==> src/rtl/cmp_shift_unit.sv <==
module cmp_shift_unit #(
  parameter int XLEN   = 32,
  parameter int IMM_W  = 9,
  parameter int NREGS  = 16,
  parameter int NFLAGS = 5
) (
  input  logic              clk,
  input  logic              rst,
  input  logic              instr_valid,
  input  logic [31:0]       instr_word,
  input  logic [3:0]        dbg_sel,
  output logic [XLEN-1:0]   dbg_rdata,
  output logic [NFLAGS-1:0] flags_o,
  output logic              illegal_o
);

  localparam logic [7:0] OP_IMM  = 8'h8B;
  localparam logic [7:0] OP_REG  = 8'h0B;
  localparam logic [7:0] SUB_SGN = 8'h39;
  localparam logic [7:0] SUB_UNS = 8'h3A;

  logic [XLEN-1:0] regs [NREGS];

  logic       fmt_imm, fmt_reg;
  logic       imm_s, imm_u, reg_s, reg_u;
  logic       legal, uns;
  logic [3:0] idx_a, idx_b, idx_d;
  logic [IMM_W-1:0] imm;
  logic [XLEN-1:0]  imm_ext, opa, opb;
  logic             lt_bit;

  assign fmt_imm = instr_word[7:0] == OP_IMM;
  assign fmt_reg = instr_word[7:0] == OP_REG;
  assign imm_s   = fmt_imm && instr_word[27:21] == SUB_SGN[6:0];
  assign imm_u   = fmt_imm && instr_word[27:21] == SUB_UNS[6:0];
  assign reg_s   = fmt_reg && instr_word[27:20] == SUB_SGN;
  assign reg_u   = fmt_reg && instr_word[27:20] == SUB_UNS;
  assign legal   = imm_s | imm_u | reg_s | reg_u;
  assign uns     = imm_u | reg_u;

  assign idx_a = instr_word[11:8];
  assign idx_b = instr_word[15:12];
  assign idx_d = instr_word[31:28];
  assign imm   = instr_word[20:12];

  assign imm_ext = uns ? {{(XLEN-IMM_W){1'b0}}, imm}
                       : {{(XLEN-IMM_W){imm[IMM_W-1]}}, imm};
  assign opa     = regs[idx_a];
  assign opb     = fmt_imm ? imm_ext : regs[idx_b];
  assign lt_bit  = uns ? (opa < opb) : ($signed(opa) < $signed(opb));

  assign dbg_rdata = regs[dbg_sel];

  always_ff @(posedge clk) begin
    if (rst) begin
      for (int i = 0; i < NREGS; i++) regs[i] <= '0;
      illegal_o <= 1'b0;
    end else begin
      illegal_o <= instr_valid && !legal;
      if (instr_valid && legal)
        regs[idx_d] <= {regs[idx_d][XLEN-2:0], lt_bit};
    end
  end

  always_ff @(posedge clk) begin
    if (rst) flags_o <= '0;
  end

endmodule

==> config.mk <==
export PLATFORM = sky130hd
export DESIGN_NAME = cmp_shift_unit
export DESIGN_NICKNAME = d
export VERILOG_FILES = /design/src/rtl/cmp_shift_unit.sv
export SDC_FILE = /design/constraint.sdc
export NUM_CORES = 1
export LEC_CHECK = 0
export BUFFER_PORTS_ARGS = -buffer_cell sky130_fd_sc_hd__buf_2
export CAP_MARGIN = 10
export CORE_AREA = 2 2 242 244
export CTS_BUF_LIST = sky130_fd_sc_hd__clkbuf_8
export DETAILED_ROUTE_END_ITERATION = 7
export DIE_AREA = 0 0 244 246
export GPL_ROUTABILITY_DRIVEN = 0
export PLACE_DENSITY = 0.87
export SLEW_MARGIN = 20
export SYNTH_ARGS = -nofsm -noshare
export SYNTH_HDL_FRONTEND = slang
export SYNTH_SLANG_ARGS = --single-unit
==> constraint.sdc <==
create_clock -name clk -period 6.6 [get_ports clk]
set_input_delay 0.99 -clock clk [delete_from_list [all_inputs] [get_ports clk]]
set_output_delay 0.99 -clock clk [all_outputs]
set_load 0.02 [all_outputs]
==> results.sh <==
export IMPL_vdd_drop_max_v=0.000147
export IMPL_post_cts_setup_buffers=0
export IMPL_maxClockFrequency_mhz=189
export IMPL_final_max_slew_viol_count=0
export IMPL_floorplan_die_width_um=244
export IMPL_detail_route_vias_per_cell=8.32
export IMPL_critPathKind="in -> reg"
export IMPL_post_synth_top_area_fraction=0.449
export IMPL_holdCritPathClass="in -> reg"
export IMPL_num_nets_final=2239
export IMPL_finalPower_uw=7950
export IMPL_status="completed"
export IMPL_final_cell_count_no_fill=2998
export IMPL_synth_async_reset_ratio=0
export IMPL_netlist_top_cells_area="sky130_fd_sc_hd__edfxtp_1 45%, sky130_fd_sc_hd__mux4_2 39%, sky130_fd_sc_hd__nor2_1 5.5%, sky130_fd_sc_hd__clkbuf_1 1.7%, sky130_fd_sc_hd__mux2i_1 1.2%"
export IMPL_clock_path_buffers=3
export IMPL_number_of_global_route_vias_before_repair=25868
export IMPL_routed_via_count=24956
export IMPL_leakage_uw=0.0126
export IMPL_slew_limit_headroom=0.195
export IMPL_worst_setup_path_end_kind="register"
export IMPL_syn_area_sq_um=34300
export IMPL_synth_adder_area_share=0.0113
export IMPL_min_period_ns=5.29
export IMPL_max_cap_violations=0
export IMPL_worstMarginPinSlew_ns=1.21
export IMPL_synth_area_mux_share=0.416
export IMPL_port_buffers=71
export IMPL_start_util=0.597
export IMPL_cts_resized_gates=0
export IMPL_row_count=88
export IMPL_fin_setup_tns_ns=0
export IMPL_seq_area_frac_synth=0.449
export IMPL_cts_buffers_inserted=83
export IMPL_placed_insts=2848
export IMPL_worst_endpoint_arrival_ns=5.69
export IMPL_synthFlopType="sky130_fd_sc_hd__edfxtp_1"
export IMPL_core_region_area_sq_um=57400
export IMPL_pin_count_of_the_biggest_net_entering_global_routing=92
export IMPL_worst_path_required_time_ns=7.00
export IMPL_synth_seq_cells=513
export IMPL_final_min_period_over_clock_period=0.801
export IMPL_chipHeight_um=246
export IMPL_globalRoute_totalOverflow=0
export IMPL_drive_above_1_share=0.415
export IMPL_dp_hpwl_um=60100
export IMPL_cp_start_kind="primary input"
export IMPL_drcViolationCount=0
export IMPL_clock_insertion_delay_worst_skew_ns=0.71
export IMPL_synthDistinctLibCells=50
export IMPL_synthesis_instances=2194
export IMPL_detail_route_antenna_nets=0
export IMPL_die_area_sq_um=60000
export IMPL_drt_first_pass_iters=8
export IMPL_synthXorXnorAreaFrac=0
export IMPL_tritoncts="built"
export IMPL_detail_route_wl_per_cell_um=37.8
export IMPL_fillerInstances=3713
export IMPL_cts_hold_fix_buffers=0
export IMPL_route_final_wire_length_um=113000
export IMPL_clkTransAtPathRegs_ns=0.06
export IMPL_drt_iter0_markers=5375
export IMPL_worst_clock_skew_ns=0.0303
export IMPL_grtUsageTotal=0.386
export IMPL_final_setup_viol_count=0
export IMPL_synth_avg_cell_area_sq_um=15.6
export IMPL_ctsHtreeMaxLevel=3
export IMPL_antenna_found_initial=3
export IMPL_synth_edf_count=512
export IMPL_synthSimpleGateAreaFrac=0.0734
export IMPL_main_combinational_cell_family_by_area_after_synthesis="multiplexers"
export IMPL_yosys_warnings=0
export IMPL_power_density_nw_per_um2=215
export IMPL_area_growth_synth_to_final_pct=7.80
export IMPL_synth_top_area_cell="sky130_fd_sc_hd__edfxtp_1"
export IMPL_clock_root_buffer="sky130_fd_sc_hd__clkbuf_8"
export IMPL_total_clock_sinks=513
export IMPL_finalHoldViolCount=0
export IMPL_path_max_fanout=65
export IMPL_grt_pass1_wl_um=165000
export IMPL_io_pins=77
export IMPL_rsz0062_at_grt="no"
export IMPL_synth_compound_gate_area_share=0.0203
-- metrics by stage --
step,area (sq um),setup WS (ns),hold slack (ns),util
global placement,35300,0.804,1.27,0.616
global route,36900,1.13,0.812,0.644
floorplan,34300,1.41,1.00,-
detailed placement,35300,0.677,1.22,0.616
finish,36900,1.31,0.841,0.644
CTS,36800,1.38,0.812,0.642
-- flip-flops by register name (all words and copies together), names as in the netlist --
register   flops
regs         512
illegal_o      1
-- where the power goes --
group	switching, uW	internal, uW	leakage [uW]
registers	112	3690	0.00529
clock network	1320	1300	0.000851
logic	845	680	0.00643
-- cell type report --
| type | count | area [sq um] | area share |
|---|---|---|---|
| inverter | 5 | 18.8 | 0.000508 |
| clock buffer | 85 | 1170 | 0.0317 |
| timing repair buffer | 133 | 990 | 0.0268 |
| tap | 765 | 957 | 0.0259 |
| sequential | 513 | 15400 | 0.417 |
| multi-input combinational | 1433 | 18100 | 0.489 |
| antenna | 4 | 10.0 | 0.000271 |
| clock inverter | 60 | 317 | 0.00857 |
-- layout by cell type (no fill, tap or decap), types with 17 or more instances in the layout --
master / netlist / layout
sky130_fd_sc_hd__edfxtp_1: 512 / 512
sky130_fd_sc_hd__mux4_2: 598 / 598
sky130_fd_sc_hd__inv_1: 4 / 31
sky130_fd_sc_hd__clkbuf_8: 0 / 89
sky130_fd_sc_hd__o21ai_2: 0 / 26
sky130_fd_sc_hd__ha_1: 31 / 31
sky130_fd_sc_hd__mux2_2: 32 / 32
sky130_fd_sc_hd__nor2_1: 506 / 506
sky130_fd_sc_hd__o21ai_0: 30 / 29
sky130_fd_sc_hd__buf_4: 7 / 59
sky130_fd_sc_hd__a21oi_1: 17 / 17
sky130_fd_sc_hd__nand2_1: 39 / 39
sky130_fd_sc_hd__mux2i_1: 41 / 41
sky130_fd_sc_hd__buf_2: 38 / 60
sky130_fd_sc_hd__clkinv_1: 1 / 24
-- layer usage --
layer	wire length [um]	vias up	share of wire	track usage
met5	52	-	0.00046	0
met4	8200	2	0.072	0.245
met3	22500	699	0.20	0.178
met2	50000	3071	0.44	0.565
met1	32600	12196	0.29	0.469
li1	-	8988	-	-
-- critical path, stage by stage --
cell and delay, ns:
sky130_fd_sc_hd__clkbuf_8 0.65, sky130_fd_sc_hd__buf_12 0.35, sky130_fd_sc_hd__mux4_2 0.55, sky130_fd_sc_hd__mux4_2 0.47
sky130_fd_sc_hd__o21ai_0 0.27, sky130_fd_sc_hd__ha_1 0.32, sky130_fd_sc_hd__a21oi_1 0.20, sky130_fd_sc_hd__o21ai_0 0.10
sky130_fd_sc_hd__a221oi_1 0.37, sky130_fd_sc_hd__o211ai_1 0.30, sky130_fd_sc_hd__o311ai_4 0.83, sky130_fd_sc_hd__a21oi_1 0.18
-- final timing paths --
kind                       start     endpoint  slack [ns]  cells past startpoint
setup / recovery  instr_word[12]  regs[15][0]        1.31                     12
hold / removal       instr_valid    illegal_o        0.84                      3
setup reg to reg     regs[8][28]  regs[15][0]        2.16                     11
hold reg to reg      regs[6][10]  regs[4][11]        1.20                      5
-- synthesized netlist by cell type (all sizes together) (5+ instances only) --
master	instances
buf	91
nor3	6
mux4	598
a21oi	27
clkbuf	156
nand2	39
nor3b	5
edfxtp	512
mux2	32
nand3	12
mux2i	41
nor2	506
nand4	11
nand2b	19
o21ai	62
ha	31
-- kinds of logic (layout without fill, tap and decap cells) --
| family | after synthesis | after routing |
|---|---|---|
| simple gates | 614 | 614 |
| compound gates | 112 | 112 |
| mux | 671 | 671 |
| buf+inv | 252 | 283 |
| other cells | 1 | 9 |
| fa+ha+maj | 31 | 31 |
| flops | 513 | 513 |
No activity file was read; power rests on OpenSTA's default activity.
